$ cat src/rtl/eeseq_pkg.sv
package eeseq_pkg;

  typedef enum logic [2:0] {
    OP_RECOVER = 3'd0,
    OP_START   = 3'd1,
    OP_WRITE   = 3'd2,
    OP_READ    = 3'd3,
    OP_STOP    = 3'd4
  } engOp_t;

  typedef enum logic [1:0] {
    SEL_NONE,
    SEL_CTRL,
    SEL_POLL,
    SEL_WR
  } byteSel_t;

  typedef enum logic [3:0] {
    S_IDLE,
    S_RECOVER,
    S_CTRL,
    S_FETCH,
    S_WR,
    S_BSTOP,
    S_POLL,
    S_PSTOP,
    S_DRAIN,
    S_DSTOP,
    S_RD,
    S_STOP_OK,
    S_STOP_ERR,
    S_END_OK,
    S_END_ERR
  } seqState_t;

  // strobes from control to datapath
  typedef struct packed {
    logic     load;
    logic     ldBurst;
    logic     consume;
    logic     clrPoll;
    logic     incPoll;
    logic     setRec;
    logic     latchWr;
    logic     pushRd;
    byteSel_t sel;
  } dpStrobe_t;

  // conditions from datapath to control
  typedef struct packed {
    logic lenZero;
    logic remOne;
    logic remZero;
    logic burstOne;
    logic pollDone;
    logic recovered;
    logic isRead;
  } dpStatus_t;

endpackage

$ cat src/rtl/eeseq_dpath.sv
module eeseq_dpath
  import eeseq_pkg::*;
#(
  parameter int OFF_W      = 7,
  parameter int LEN_W      = 8,
  parameter int BURST_MAX  = 4,
  parameter int POLL_LIMIT = 100
) (
  input  logic               clk,
  input  logic               rst,
  input  dpStrobe_t          st,
  input  logic [OFF_W-1:0]   startOffset,
  input  logic [LEN_W-1:0]   startLen,
  input  logic               startRead,
  input  logic [OFF_W:0]     wrData,
  input  logic [OFF_W:0]     engRdData,
  output dpStatus_t          stat,
  output logic [OFF_W:0]     cmdByte,
  output logic [OFF_W:0]     rdData,
  output logic               rdValid
);

  localparam int BYTE_W = OFF_W + 1;
  localparam int BCNT_W = $clog2(BURST_MAX + 1);
  localparam int PCNT_W = $clog2(POLL_LIMIT + 1);

  logic [OFF_W-1:0]  offReg;
  logic [LEN_W-1:0]  remReg;
  logic [BCNT_W-1:0] burstReg;
  logic [PCNT_W-1:0] pollReg;
  logic [BYTE_W-1:0] wrByte;
  logic              recovered;
  logic              isRead;

  // transfer position: offset and bytes left
  always_ff @(posedge clk) begin
    if (rst) begin
      offReg <= '0;
      remReg <= '0;
      isRead <= 1'b0;
    end else if (st.load) begin
      offReg <= startOffset;
      remReg <= startLen;
      isRead <= startRead;
    end else if (st.consume) begin
      offReg <= offReg + OFF_W'(1);
      remReg <= remReg - LEN_W'(1);
    end
  end

  // burst byte counter
  always_ff @(posedge clk) begin
    if (rst) begin
      burstReg <= '0;
    end else if (st.ldBurst) begin
      if (remReg < LEN_W'(BURST_MAX)) burstReg <= BCNT_W'(remReg);
      else                            burstReg <= BCNT_W'(BURST_MAX);
    end else if (st.consume && !isRead) begin
      burstReg <= burstReg - BCNT_W'(1);
    end
  end

  // acknowledge-poll attempt counter
  always_ff @(posedge clk) begin
    if (rst)             pollReg <= '0;
    else if (st.clrPoll) pollReg <= '0;
    else if (st.incPoll) pollReg <= pollReg + PCNT_W'(1);
  end

  // one-time recovery flag
  always_ff @(posedge clk) begin
    if (rst)            recovered <= 1'b0;
    else if (st.setRec) recovered <= 1'b1;
  end

  // write byte holding register
  always_ff @(posedge clk) begin
    if (rst)             wrByte <= '0;
    else if (st.latchWr) wrByte <= wrData;
  end

  // read byte output register
  always_ff @(posedge clk) begin
    if (rst) begin
      rdValid <= 1'b0;
      rdData  <= '0;
    end else begin
      rdValid <= st.pushRd;
      if (st.pushRd) rdData <= engRdData;
    end
  end

  always_comb begin
    unique case (st.sel)
      SEL_CTRL: cmdByte = {offReg, isRead};
      SEL_POLL: cmdByte = BYTE_W'(1);
      SEL_WR:   cmdByte = wrByte;
      default:  cmdByte = '0;
    endcase
  end

  assign stat.lenZero   = (startLen == '0);
  assign stat.remOne    = (remReg == LEN_W'(1));
  assign stat.remZero   = (remReg == '0);
  assign stat.burstOne  = (burstReg == BCNT_W'(1));
  assign stat.pollDone  = (pollReg == PCNT_W'(POLL_LIMIT));
  assign stat.recovered = recovered;
  assign stat.isRead    = isRead;

endmodule

$ cat src/rtl/eeseq_ctrl.sv
module eeseq_ctrl
  import eeseq_pkg::*;
(
  input  logic      clk,
  input  logic      rst,
  input  logic      startReq,
  input  logic      wrValid,
  input  logic      engDone,
  input  logic      engAckSeen,
  input  dpStatus_t stat,
  output dpStrobe_t st,
  output logic      cmdValid,
  output engOp_t    cmdOp,
  output logic      cmdAck,
  output logic      wrReady,
  output logic      busy,
  output logic      done,
  output logic      error
);

  seqState_t state, stateNx;

  always_ff @(posedge clk) begin
    if (rst) state <= S_IDLE;
    else     state <= stateNx;
  end

  always_comb begin
    stateNx  = state;
    st       = '0;
    st.sel   = SEL_NONE;
    cmdValid = 1'b0;
    cmdOp    = OP_STOP;
    cmdAck   = 1'b0;
    wrReady  = 1'b0;
    unique case (state)
      S_IDLE: begin
        if (startReq) begin
          if (stat.lenZero) begin
            stateNx = S_END_OK;
          end else begin
            st.load = 1'b1;
            stateNx = stat.recovered ? S_CTRL : S_RECOVER;
          end
        end
      end
      S_RECOVER: begin
        cmdValid = 1'b1;
        cmdOp    = OP_RECOVER;
        if (engDone) begin
          st.setRec = 1'b1;
          stateNx   = S_CTRL;
        end
      end
      S_CTRL: begin
        cmdValid = 1'b1;
        cmdOp    = OP_START;
        st.sel   = SEL_CTRL;
        if (engDone) begin
          if (!engAckSeen) begin
            stateNx = S_STOP_ERR;
          end else if (stat.isRead) begin
            stateNx = S_RD;
          end else begin
            st.ldBurst = 1'b1;
            stateNx    = S_FETCH;
          end
        end
      end
      S_FETCH: begin
        wrReady = 1'b1;
        if (wrValid) begin
          st.latchWr = 1'b1;
          stateNx    = S_WR;
        end
      end
      S_WR: begin
        cmdValid = 1'b1;
        cmdOp    = OP_WRITE;
        st.sel   = SEL_WR;
        if (engDone) begin
          if (!engAckSeen) begin
            stateNx = S_STOP_ERR;
          end else begin
            st.consume = 1'b1;
            stateNx    = stat.burstOne ? S_BSTOP : S_FETCH;
          end
        end
      end
      S_BSTOP: begin
        cmdValid = 1'b1;
        cmdOp    = OP_STOP;
        if (engDone) begin
          st.clrPoll = 1'b1;
          stateNx    = S_POLL;
        end
      end
      S_POLL: begin
        cmdValid = 1'b1;
        cmdOp    = OP_START;
        st.sel   = SEL_POLL;
        if (engDone) begin
          if (engAckSeen) begin
            stateNx = S_DRAIN;
          end else begin
            st.incPoll = 1'b1;
            stateNx    = S_PSTOP;
          end
        end
      end
      S_PSTOP: begin
        cmdValid = 1'b1;
        cmdOp    = OP_STOP;
        if (engDone) stateNx = stat.pollDone ? S_END_ERR : S_POLL;
      end
      S_DRAIN: begin
        cmdValid = 1'b1;
        cmdOp    = OP_READ;
        if (engDone) stateNx = S_DSTOP;
      end
      S_DSTOP: begin
        cmdValid = 1'b1;
        cmdOp    = OP_STOP;
        if (engDone) stateNx = stat.remZero ? S_END_OK : S_CTRL;
      end
      S_RD: begin
        cmdValid = 1'b1;
        cmdOp    = OP_READ;
        cmdAck   = !stat.remOne;
        if (engDone) begin
          st.consume = 1'b1;
          st.pushRd  = 1'b1;
          stateNx    = stat.remOne ? S_STOP_OK : S_RD;
        end
      end
      S_STOP_OK: begin
        cmdValid = 1'b1;
        cmdOp    = OP_STOP;
        if (engDone) stateNx = S_END_OK;
      end
      S_STOP_ERR: begin
        cmdValid = 1'b1;
        cmdOp    = OP_STOP;
        if (engDone) stateNx = S_END_ERR;
      end
      S_END_OK:  stateNx = S_IDLE;
      S_END_ERR: stateNx = S_IDLE;
      default:   stateNx = S_IDLE;
    endcase
  end

  assign done  = (state == S_END_OK) || (state == S_END_ERR);
  assign error = (state == S_END_ERR);
  assign busy  = (state != S_IDLE) && !done;

endmodule

$ cat src/rtl/eeseq_top.sv
module eeseq_top
  import eeseq_pkg::*;
#(
  parameter int OFF_W      = 7,
  parameter int LEN_W      = 8,
  parameter int BURST_MAX  = 4,
  parameter int POLL_LIMIT = 100
) (
  input  logic             clk,
  input  logic             rst,
  input  logic             startReq,
  input  logic [OFF_W-1:0] startOffset,
  input  logic [LEN_W-1:0] startLen,
  input  logic             startRead,
  output logic             busy,
  output logic             done,
  output logic             error,
  input  logic [OFF_W:0]   wrData,
  input  logic             wrValid,
  output logic             wrReady,
  output logic [OFF_W:0]   rdData,
  output logic             rdValid,
  output logic             cmdValid,
  output logic [2:0]       cmdOp,
  output logic [OFF_W:0]   cmdData,
  output logic             cmdAck,
  input  logic             engDone,
  input  logic             engAckSeen,
  input  logic [OFF_W:0]   engRdData
);

  dpStrobe_t strobe;
  dpStatus_t status;
  engOp_t    opSel;

  eeseq_ctrl u_ctrl (
    .clk        (clk),
    .rst        (rst),
    .startReq   (startReq),
    .wrValid    (wrValid),
    .engDone    (engDone),
    .engAckSeen (engAckSeen),
    .stat       (status),
    .st         (strobe),
    .cmdValid   (cmdValid),
    .cmdOp      (opSel),
    .cmdAck     (cmdAck),
    .wrReady    (wrReady),
    .busy       (busy),
    .done       (done),
    .error      (error)
  );

  eeseq_dpath #(
    .OFF_W      (OFF_W),
    .LEN_W      (LEN_W),
    .BURST_MAX  (BURST_MAX),
    .POLL_LIMIT (POLL_LIMIT)
  ) u_dpath (
    .clk         (clk),
    .rst         (rst),
    .st          (strobe),
    .startOffset (startOffset),
    .startLen    (startLen),
    .startRead   (startRead),
    .wrData      (wrData),
    .engRdData   (engRdData),
    .stat        (status),
    .cmdByte     (cmdData),
    .rdData      (rdData),
    .rdValid     (rdValid)
  );

  assign cmdOp = opSel;

endmodule

$ cat config.mk
export PLATFORM = sky130hd
export DESIGN_NAME = eeseq_top
export DESIGN_NICKNAME = d
export VERILOG_FILES = /design/src/rtl/eeseq_pkg.sv /design/src/rtl/eeseq_dpath.sv /design/src/rtl/eeseq_ctrl.sv /design/src/rtl/eeseq_top.sv
export SDC_FILE = /design/constraint.sdc
export NUM_CORES = 1
export LEC_CHECK = 0
export BUFFER_PORTS_ARGS = -buffer_cell sky130_fd_sc_hd__buf_2
export CORE_UTILIZATION = 54
export DETAILED_ROUTE_END_ITERATION = 7
export PLACE_DENSITY = 0.87
export SYNTH_ARGS = -nofsm -noshare
export SYNTH_HDL_FRONTEND = slang
export SYNTH_SLANG_ARGS = --single-unit
$ cat constraint.sdc
create_clock -name clk -period 2.5 [get_ports clk]
set_clock_uncertainty 0.1 [all_clocks]
set_input_delay 0.5 -clock clk [delete_from_list [all_inputs] [get_ports clk]]
set_output_delay 0.5 -clock clk [all_outputs]
set_load 0.01 [all_outputs]
Word-level counts from Yosys, hierarchy flattened
Index checks and enable logic that the tools add are counted.

Flip-flop bits (word level): 48. Output and inout bits: 26. Logic and storage cells: 121. Bits of input ports: 38.

Equal/unequal tests: 33. Magnitude comparators: 1. Add/sub/neg operators: 4. Reduce and logical (&&, ||, !) cells: 17. Mux-type cells: 56.

Operators by type and width (count): 4-bit 2-to-1 mux (20); 4-bit case mux with 13 select lines (1); 4-bit == test, second input constant (7); 2-bit inequality test, second input constant (13); 8-bit case mux with 3 select lines (1); 1-bit 2-to-1 mux (22); 4-bit by 3-bit == test with 1-bit output, second input constant (4); 8-bit zero test (2); 8-bit 2-to-1 mux (2); 7-bit by 1-bit adder with 7-bit output, second input constant (2); 7-bit 2-to-1 mux (2); 13-bit AND reduction (1); 3-bit 2-to-1 mux (4); 3-bit case mux with 4 select lines (1); 11-bit OR reduction (1); 4-bit by 2-bit == test with 1-bit output, second input constant (2); 8-bit by 1-bit == test with 1-bit output, second input constant (1); 8-bit by 3-bit less-than comparator with 1-bit output, second input constant (1); 8-bit by 1-bit subtractor with 8-bit output, second input constant (1); 7-bit == test, second input constant (1); 2-bit case mux with 3 select lines (1); 2-bit OR reduction (3); 2-bit == test, second input constant (2); 4-bit by 1-bit == test with 1-bit output, second input constant (1); 11 further kinds (15).

Longest topological paths before layout
Gate-level depths: netlist (run 1).

Word-level depth: 6. Mapped depth: 7. Gate-level depth less buffers: 7.

Modules after synthesis
Synthesis (run 1) repeated with hierarchy kept, for this count alone.

Cell total of the unflattened synthesis: 345. Area, all modules: 2857.7 um^2.

Modules (own cells, without submodules): eeseq_dpath (cells each 244, instances 1, area an instance 2182.1 um^2, seq. area each 880.8 um^2); eeseq_ctrl (cells each 101, instances 1, area an instance 675.6 um^2, seq. area each 80.1 um^2).

Worst setup path after synthesis (run 1)
OpenSTA, ideal clock, no wires.

Path kind: register to output. From: reg u_ctrl.state[2]. To: out cmdData[1]. Path buffers: 2. Cell stages (with the launch flop): 7. Data required time: 1.900 ns. Path slack: 0.500 ns. Data arrival time: 1.400 ns. Path through: dfxtp_1 > buf_2 > buf_2 > inv_1 > nor2_1 > a22oi_1 > nor2_1.

Longest elaborated chain between the ends: 4. Elaborated cells on any way between the ends: 8. Classes of those cells: eq/ne: 6; mux: 2.

Ends and longest elaborated chain: from (decl) (line eeseq_ctrl.sv:21) `seqState_t state, stateNx;`; from (signal assigned) (line eeseq_ctrl.sv:25) `else state <= stateNx;`; 4-bit by 3-bit == test with 1-bit output / 4-bit by 2-bit == test with 1-bit output (equally long branches) (line eeseq_ctrl.sv:36) `unique case (state)`; 2-bit case mux with 3 select lines * (line eeseq_ctrl.sv:36); 2-bit == test / 2-bit by 1-bit == test with 1-bit output (equally long branches) (line eeseq_dpath.sv:94) `unique case (st.sel)`; 8-bit case mux with 3 select lines * (line eeseq_dpath.sv:94); to (decl) (line eeseq_top.sv:25) `output logic [OFF_W:0] cmdData,`.

Every way passes the cells marked *; elsewhere a longest branch is shown, timed or not.

Worst setup path in the final report (run 1)
From: reg u_ctrl.state[2]. To: out cmdData[2].

The elaborated chain is that of the path after synthesis.

==> results of run 1 <==
state kept, by name, summed over array words and instances (netlist names):
name and flops:
u_ctrl.state 4, u_dpath.burstReg 3, u_dpath.isRead 1, u_dpath.offReg 7, u_dpath.pollReg 7, u_dpath.rdData 8, u_dpath.rdValid 1, u_dpath.recovered 1
u_dpath.remReg 8, u_dpath.wrByte 8
cells by family (layout without fill, tap and decap cells):
| family | Yosys count | count (layout) | synth area share |
|---|---|---|---|
| buf+inv | 34 | 93 | 0.05271 |
| xor+xnor | 9 | 9 | 0.02838 |
| mux | 19 | 19 | 0.06892 |
| flops | 48 | 48 | 0.3459 |
| simple gates | 137 | 137 | 0.2550 |
| fa+ha+maj | 8 | 8 | 0.03604 |
| compound gates | 86 | 86 | 0.2131 |
layout by cell type, fill, tap and decap left out, types with 3 or more instances in the layout:
cell type	count
or3_1	3
nor2_1	55
ha_1	8
a21oi_1	24
xor2_1	3
buf_4	9
o211ai_1	5
nor3_1	7
nand3b_1	4
mux2i_1	18
buf_2	63
dfxtp_1	45
a221oi_1	3
a32oi_1	3
o2bb2ai_1	4
and2_1	8
nor2b_1	4
xnor2_1	6
clkbuf_8	6
dfxtp_2	3
o21ai_0	10
inv_1	13
nand3_1	10
a22oi_1	9
or4_1	3
nor4_1	5
nand2_1	21
a31oi_1	6
power groups by stage:
stage / Combinational [mW] / Sequential (mW) / Clock (mW)
final: 1.01 / 1.00 / 0.504
after global routing: 1.10 / 1.01 / 0.536
after CTS: 0.990 / 0.991 / 0.507
after detailed placement: 0.984 / 1.01 / 0
after global placement: 0.962 / 1.00 / 0
after floorplan: 0.763 / 0.921 / 0
final timing paths:
check                         start             endpoint  slack, ns  depth (start not counted)
setup / recovery    u_ctrl.state[2]           cmdData[2]       0.13                          5
hold / removal         engRdData[5]    u_dpath.rdData[5]       0.31                          3
setup reg to reg    u_ctrl.state[2]  u_dpath.burstReg[1]       0.45                          5
hold reg to reg   u_dpath.remReg[3]    u_dpath.remReg[3]       0.40                          2
metal layers:
layer | GRT usage | up-vias
li1 | - | 1340
met2 | 0.4373 | 135
met5 | 0 | -
met1 | 0.3550 | 1302
met3 | 0.05213 | 14
met4 | 0.09829 | 0
worst max-delay path: stages, from the launching register on:
cell	delay, ns
dfxtp_1	0.53
inv_1	0.18
nor2_2	0.34
a22oi_1	0.17
nor2_1	0.10
buf_2	0.14
timing repair:
action,4_1_cts,5_1_grt
setup endpoints to repair,0,10
hold buffers,0,0
resized for setup,0,4
area by class of cell:
cell class                 count  area (sq um)
clock buffer                   6         82.58
multi-input combinational    259          1673
tap                           67         83.83
timing repair buffer          72         382.9
fill                         393          1599
inverter                      13         48.80
sequential                    48         964.7
clock inverter                 2         13.76
==> flow_summary_export.csv, run 1 <==
group,metric,value,unit
logic_synthesis,yosysTopAreaCell,"dfxtp_1",
pwr,internal_power,1.495,mW
route,drc_errors,0,
logic_synthesis,synth_fp_nets,387,
floorplan,initial_core_util,0.5729,
grt,grt_first_pass_wirelength,11290,microns
placement,io_buffers,63,
floorplan,die_x,73.72,microns
pwr,p_seq_frac,0.398,
finish,nets,445,
placement,detailed_place.area,3147,sq um
route,routed_wl,7157,microns
sta,fin_hold_ws,0.3140,ns
logic_synthesis,synth_cells,341,
sta,maxSlewHeadroom,0.5354,
grt,grt.total_usage,0.2697,
sta,fin_crit_sh,0.9467,
sta,fmax,422.5,MHz
outcome,status,"finished clean",
floorplan,rows,25,
clocking,cts_buffer_depth,2,
sta,fin_crit,2.367,ns
worst_setup_path,end_kind,"output port",
logic_synthesis,ys_top_cells_by_area,"dfxtp_1 (35%), nor2_1 (7.6%), mux2i_1 (6.5%)",
worst_setup_path,cp.required,1.90,ns
grt,grt_max_degree,24,
pwr,combPwrFrac,0.401,
pwr,swShare,0.4052,
worst_setup_path,cp.arrival,1.77,ns
pwr,switching_power,1.019,mW
grt,antenna_found_initial,0,
route,final_antenna_net_count,0,
placement,hpwl,5211,microns
sta,fin_tns_setup,0,ns
worst_setup_path,path_class,"reg2out",
pwr,leakagePower,1.457,nW
logic_synthesis,ys_types,57,
logic_synthesis,synthTopCellsByCount,"nor2_1 (56), dfxtp_1 (48), a21oi_1 (24), nand2_1 (21), mux2i_1 (18)",
pwr,ir_drop,0.0004723,V
sta,max_slew.worst_pin.slew,0.6906,ns
logic_synthesis,netlist.area_leader.share,0.3459,
sta,setup_violations,0,
clocking,cts_sinks,48,
clocking,htreeDepth,2,
logic_synthesis,synth_seq_area_share,0.3459,
pwr,power,2.514,mW
finish,fin_util,0.6702,
route,wl_per_cell,15.33,microns
clocking,root_buffer,"clkbuf_8",
floorplan,die_h,73.72,microns
floorplan,die_area,5435,sq um
worst_setup_path,start_kind,"flop",
finish,design_area,3249,sq um
clocking,postCtsSetupBuffers,0,
grt,grt_pass1_vias,2492,
route,dr.pass1.iters,5,
route,drt_iter0_markers,305,
worst_setup_path,worst-path-max-fanout,11,
grt,overflow,0,
clocking,cts.clk_slew.worst_paths,0.09,ns
placement,place_congestion,0.8773,
clocking,numCtsBuffers,5,
logic_synthesis,ys_seq_elements,48,
flow_run,cap_violations,0,
finish,syn_to_final_growth,16.98,%
min_path,min_path_type,"in2reg",
route,num_vias,2791,
clocking,worstSkewPairLatency,0.31,ns
pwr,clock_power_share,0.200,
logic_synthesis,yosys_warnings,0,
clocking,cts_tree,"done",
route,met3WireLength,540,microns
placement,place_inst,459,
sta,fin_ws,0.1333,ns
finish,layout-drive-gt1-share,0.2425,
finish,fin_cells,467,
logic_synthesis,syn_avg_cell_area,8.146,sq um
route,top_layer_used,"met4",
logic_synthesis,synth.most_common_cell,"nor2_1",
finish,antenna_cells,0,
route,viasPerCell,5.976,
logic_synthesis,synthArstFlopShare,0,
pwr,cellPowerDensity,773.7,nW/um^2
sta,final_max_slew_viol_count,0,
floorplan,coreArea,4848,sq um
logic_synthesis,synth-edff-count,0,
floorplan,design.portCount,64,
sta,finalHoldViolCount,0,
route,routed-wl-met2,3387,microns
logic_synthesis,synth_ff_type,"dfxtp_1",
placement,pre_cts_ws,0.2327,ns
logic_synthesis,syn-cell-area,2778,sq um
route,met1_length,3104,microns
Note: power is estimated with default switching activity, not from simulation.
==> run 2, diff against run 1 <==
Settings changed: SYNTH_HIERARCHICAL from default to 1.
==> flow_summary_export.csv, run 2 <==
group,metric,value,unit
clocking,cts_buffer_depth,2,
grt,grt_first_pass_wirelength,10920,microns
floorplan,rows,26,
min_path,hold_start,"engRdData[2]",
logic_synthesis,syn-cell-area,2858,sq um
route,final_antenna_net_count,0,
sta,max_slew.worst_pin.slew,0.5151,ns
route,wl_per_cell,14.50,microns
sta,rsz0062_at_grt,"false",
worst_setup_path,end_kind,"output port",
finish,design_area,3388,sq um
sta,fin_crit_sh,0.9380,
floorplan,coreArea,5107,sq um
floorplan,die_area,5587,sq um
worst_setup_path,start_kind,"flop",
sta,fmax,426.4,MHz
route,dr.pass1.iters,5,
clocking,root_buffer,"clkbuf_8",
grt,overflow,0,
finish,regArea,962.2,sq um
grt,grt.total_usage,0.2508,
floorplan,die_x,74.75,microns
clocking,cts_tree,"done",
sta,maxSlewHeadroom,0.6566,
pwr,cellPowerDensity,826.6,nW/um^2
flow_run,cap_violations,0,
placement,hpwl,5087,microns
placement,io_buffers,63,
floorplan,initial_core_util,0.5595,
clocking,cts.clk_slew.worst_paths,0.09,ns
worst_setup_path,worst-path-max-fanout,23,
logic_synthesis,yosys_warnings,6,
logic_synthesis,synthArstFlopShare,0,
finish,layout-drive-gt1-share,0.2524,
route,drt_iter0_markers,312,
floorplan,die_h,74.75,microns
logic_synthesis,synthTopCellsByCount,"nor2_1 (49), dfxtp_1 (48), mux2i_1 (25), nand2_1 (23), a21oi_1 (21)",
grt,grt_max_degree,28,
worst_setup_path,rr_endpoint,"u_dpath/remReg[6]",
logic_synthesis,synth-edff-count,0,
logic_synthesis,ys_top_cells_by_area,"dfxtp_1 (34%), mux2i_1 (8.8%), nor2_1 (6.4%)",
route,drc_errors,0,
grt,grt_pass1_vias,2470,
finish,final_common_cell,"buf_2",
logic_synthesis,synth_ff_type,"dfxtp_1",
min_path,hold_end,"u_dpath/rdData[2]",
sta,final_max_slew_viol_count,0,
logic_synthesis,netlist.area_leader.share,0.3363,
pwr,leakagePower,1.360,nW
logic_synthesis,synth_cells,345,
clocking,worstSkewPairLatency,0.30,ns
worst_setup_path,cp.required,1.90,ns
route,viasPerCell,5.753,
finish,multiInputGateArea,1717,sq um
placement,detailed_place.area,3291,sq um
route,routed_wl,6991,microns
clocking,cts_sinks,48,
worst_setup_path,worstRegToRegCells,8,
logic_synthesis,synth_fp_nets,391,
finish,antenna_cells,0,
worst_setup_path,cp.arrival,1.74,ns
pwr,power,2.801,mW
sta,finalHoldViolCount,0,
worst_setup_path,r2r-start,"u_ctrl/state[3]",
pwr,ir_drop,0.0005110,V
min_path,hold_depth,3,
finish,fillers,432,
sta,fin_crit,2.345,ns
sta,setup_violations,0,
grt,antenna_found_initial,0,
finish,largestRegisters,"u_dpath/rdData x8, u_dpath/remReg x8, u_dpath/wrByte x8",
logic_synthesis,yosysTopAreaCell,"dfxtp_1",
finish,nets,457,
route,num_vias,2773,
finish,syn_to_final_growth,18.56,%
sta,fin_tns_setup,0,ns
logic_synthesis,synth.most_common_cell,"nor2_1",
clocking,htreeDepth,2,
floorplan,design.portCount,64,
worst_setup_path,path_class,"reg2out",
logic_synthesis,ys_seq_elements,48,
clocking,numCtsBuffers,5,
logic_synthesis,syn_avg_cell_area,8.283,sq um
finish,final_cell_mix,"buf_2 (63), nor2_1 (49), dfxtp_1 (47)",
min_path,min_path_type,"in2reg",
outcome,status,"finished clean",
worst_setup_path,rrSetupSlack,0.28,ns
logic_synthesis,ys_types,57,
placement,place_congestion,0.9188,
logic_synthesis,synth_seq_area_share,0.3363,
[run 2: changes by cell type after synthesis, moves of 7 or more]
cell     delta
and2_1      -7
nor2b_1     +9
a22oi_1     -9
xor2_1      +7
nor2_1      -7
mux2i_1     +7
[run 2: how the worst max path moves through the flow]
stage	from	end	slack, ns	cells past startpoint
2_1_floorplan	startLen[2]	u_dpath/offReg[5]	0.09	8
5_1_grt	u_ctrl/state[1]	cmdData[0]	0.008	7
3_5_place_dp	startLen[2]	u_dpath/offReg[5]	-0.009	8
3_3_place_gp	startLen[2]	u_dpath/remReg[6]	0.1	8
6_report	u_ctrl/state[1]	cmdData[0]	0.16	7
4_1_cts	u_ctrl/state[2]	cmdData[5]	0.13	6
[run 2: kinds of logic (layout without fill, tap and decap cells)]
family	Yosys count	in the layout	share of synthesized area
simple gates	135	135	0.2469
compound gates	72	72	0.1734
flops	48	48	0.3363
buf+inv	40	107	0.06523
mux	26	26	0.09151
xor+xnor	16	16	0.05166
fa+ha+maj	8	8	0.03503
[run 2: area by class of cell]
| class | instances | area share |
|---|---|---|
| Clock buffer | 6 | 0.02437 |
| Clock inverter | 2 | 0.004062 |
| Inverter | 16 | 0.01773 |
| Multi-Input combinational cell | 257 | 0.5066 |
| Sequential cell | 48 | 0.2840 |
| Tap cell | 70 | 0.02585 |
| Timing Repair Buffer | 83 | 0.1374 |
[run 2: through the flow]
| stage | instances | utilization | worst slack, ns | hold slack [ns] |
|---|---|---|---|---|
| after floorplan | 345 | - | 0.09219 | 0.3401 |
| after global placement | 474 | 0.6443 | 0.09746 | 0.3526 |
| after global routing | 482 | 0.6634 | 0.008326 | 0.3332 |
| after CTS | 482 | 0.6632 | 0.1267 | 0.3252 |
| after detailed placement | 474 | 0.6443 | -0.009029 | 0.3700 |
| final | 482 | 0.6634 | 0.1550 | 0.3274 |
[run 2: where the power goes]
part           switching (mW)  total, mW  internal (mW)  leakage, nW
Clock                   0.273      0.499          0.227       0.0516
Sequential              0.172       1.06          0.889        0.391
Combinational           0.693       1.24          0.547        0.918
[run 2: routing by layer]
layer / part of all wire / up-vias / GRT usage
li1: - / 1349 / -
met4: 0.015 / 0 / 0.09434
met2: 0.48 / 122 / 0.4174
met3: 0.059 / 12 / 0.04418
met5: 0 / - / 0
met1: 0.45 / 1290 / 0.3250
[run 2: worst max-delay path: stages (launching register included)]
cell	delay, ns
dfxtp_1	0.35
buf_4	0.27
xnor2_1	0.10
nor3_1	0.16
buf_4	0.19
a21oi_1	0.07
a31oi_1	0.14
buf_2	0.15
[run 2: timing repair]
| action | CTS | global route |
|---|---|---|
| buffers inserted | 0 | 0 |
| hold buffers | 0 | 0 |
| gates resized for setup | 0 | 1 |
| endpoints found under the setup margin | 0 | 7 |
==> run 3, diff against run 2 <==
Settings changed: ABC_CLOCK_PERIOD_IN_PS from default to 2500, PLACE_DENSITY 0.87 to 0.84.
==> flow_summary_export.csv, run 3 (same netlist as run 2, synthesis figures left out) <==
group,metric,value,unit
route,final_antenna_net_count,0,
route,num_vias,2768,
route,routed-wl-met2,3232,microns
placement,pre_cts_ws,0.04432,ns
sta,fin_ws,0.1586,ns
placement,place_inst,474,
finish,fillers,425,
sta,maxSlewHeadroom,0.6381,
route,met1_length,2939,microns
grt,grt_max_degree,21,
worst_setup_path,crit_chain,"inv_2 -> nand2_1 -> nor2_1 -> buf_4 -> mux2i_1 -> nor2b_1 -> buf_2",
route,top_layer_used,"met4",
worst_setup_path,start_kind,"flop",
worst_setup_path,crit_buf_inv,3,
worst_setup_path,end_kind,"output port",
worst_setup_path,slowest_stage,"dfxtp_1",
sta,fmax,427.1,MHz
sta,max_slew.worst_pin.slew,0.5429,ns
outcome,status,"finished clean",
pwr,p_seq_frac,0.366,
clocking,htreeDepth,2,
placement,io_buffers,63,
worst_setup_path,path_class,"reg2out",
grt,grt_pass1_vias,2382,
placement,detailed_place.area,3291,sq um
floorplan,coreArea,5107,sq um
worst_setup_path,worst-path-max-fanout,9,
clocking,cts.clk_slew.worst_paths,0.10,ns
clocking,numCtsBuffers,5,
sta,rsz0062_at_grt,"false",
min_path,min_path_type,"in2reg",
route,drt_iter0_markers,296,
floorplan,die_h,74.75,microns
pwr,cellPowerDensity,844.6,nW/um^2
sta,final_max_slew_viol_count,0,
route,viasPerCell,5.743,
pwr,internal_power,1.743,mW
finish,antenna_cells,0,
finish,final_cell_mix,"buf_2 (63), nor2_1 (49), dfxtp_1 (47)",
finish,fin_cells,482,
floorplan,rows,26,
finish,largestRegisters,"u_dpath/rdData x8, u_dpath/remReg x8, u_dpath/wrByte x8",
pwr,swShare,0.3953,
floorplan,die_area,5587,sq um
grt,overflow,0,
clocking,cts_tree,"done",
finish,design_area,3412,sq um
floorplan,initial_core_util,0.5595,
sta,fin_tns_setup,0,ns
clocking,root_buffer,"clkbuf_8",
pwr,switching_power,1.139,mW
grt,grt.total_usage,0.2471,
pwr,combPwrFrac,0.433,
flow_run,cap_violations,0,
finish,layout-drive-gt1-share,0.2549,
finish,final_common_cell,"buf_2",
worst_setup_path,cp.arrival,1.74,ns
route,met3WireLength,435,microns
route,routed_wl,6720,microns
finish,nets,457,
pwr,clock_power_share,0.201,
worst_setup_path,crit_family,"buffers and inverters",
sta,fin_crit,2.341,ns
pwr,leakagePower,1.365,nW
clocking,worstSkewPairLatency,0.31,ns
grt,antenna_found_initial,0,
pwr,ir_drop,0.0005309,V
grt,grt_first_pass_wirelength,10650,microns
placement,hpwl,4957,microns
floorplan,die_x,74.75,microns
sta,fin_crit_sh,0.9365,
clocking,cts_sinks,48,
clocking,cts_buffer_depth,2,
finish,syn_to_final_growth,19.40,%
sta,setup_violations,0,
clocking,postCtsSetupBuffers,0,
sta,finalHoldViolCount,0,
worst_setup_path,cp.required,1.90,ns
floorplan,design.portCount,64,
route,dr.pass1.iters,5,
placement,place_congestion,0.9216,
route,drc_errors,0,
route,wl_per_cell,13.94,microns
worst_setup_path,max_stage_delay,0.40,ns
## run 3: per-layer routing
metal | up-vias | track usage
met5 | - | 0
met4 | 0 | 0.08386
met3 | 16 | 0.05087
met2 | 109 | 0.4094
met1 | 1282 | 0.3211
li1 | 1361 | -
## run 3: final timing paths
kind	depth (start not counted)	slack, ns	endpoint	startpoint
max reg2reg	8	0.26	u_dpath/remReg[4]	u_ctrl/state[3]
min reg2reg	2	0.40	u_dpath/recovered	u_dpath/recovered
max	7	0.16	cmdData[1]	u_ctrl/state[0]
min	3	0.32	u_dpath/rdData[4]	engRdData[4]
## run 3: metrics by stage
stage	power [mW]	hold WS [ns]	util
2_1_floorplan	1.913	0.3401	-
3_3_place_gp	2.260	0.3540	0.6443
3_5_place_dp	2.287	0.3764	0.6443
4_1_cts	2.879	0.3204	0.6668
5_1_grt	3.067	0.3313	0.6681
6_report	2.882	0.3239	0.6681
## run 3: power groups by stage
stage	Clock, mW	Sequential, mW	Combinational [mW]
after detailed placement	0	1.06	1.22
after global routing	0.622	1.07	1.37
after floorplan	0	1.01	0.907
after CTS	0.593	1.05	1.24
after global placement	0	1.06	1.20
final	0.579	1.05	1.25
## run 3: worst min-delay path, cell delays in order
cell and delay, ns:
buf_2 0.07, mux2i_1 0.05, nor2_1 0.07
## run 3: what timing repair did
item | 4_1_cts | 5_1_grt
setup endpoints to repair | 0 | 1
hold buffers | 0 | 0
gates resized for setup | 0 | 2
## run 3: layout make-up
type,instances,area [sq um],share of cell area
Timing Repair Buffer,83,465.4,0.1364
Clock inverter,3,46.29,0.01357
Tap cell,70,87.58,0.02567
Sequential cell,48,962.2,0.2820
Multi-Input combinational cell,257,1722,0.5046
Inverter,16,60.06,0.01760
Clock buffer,5,68.82,0.02017
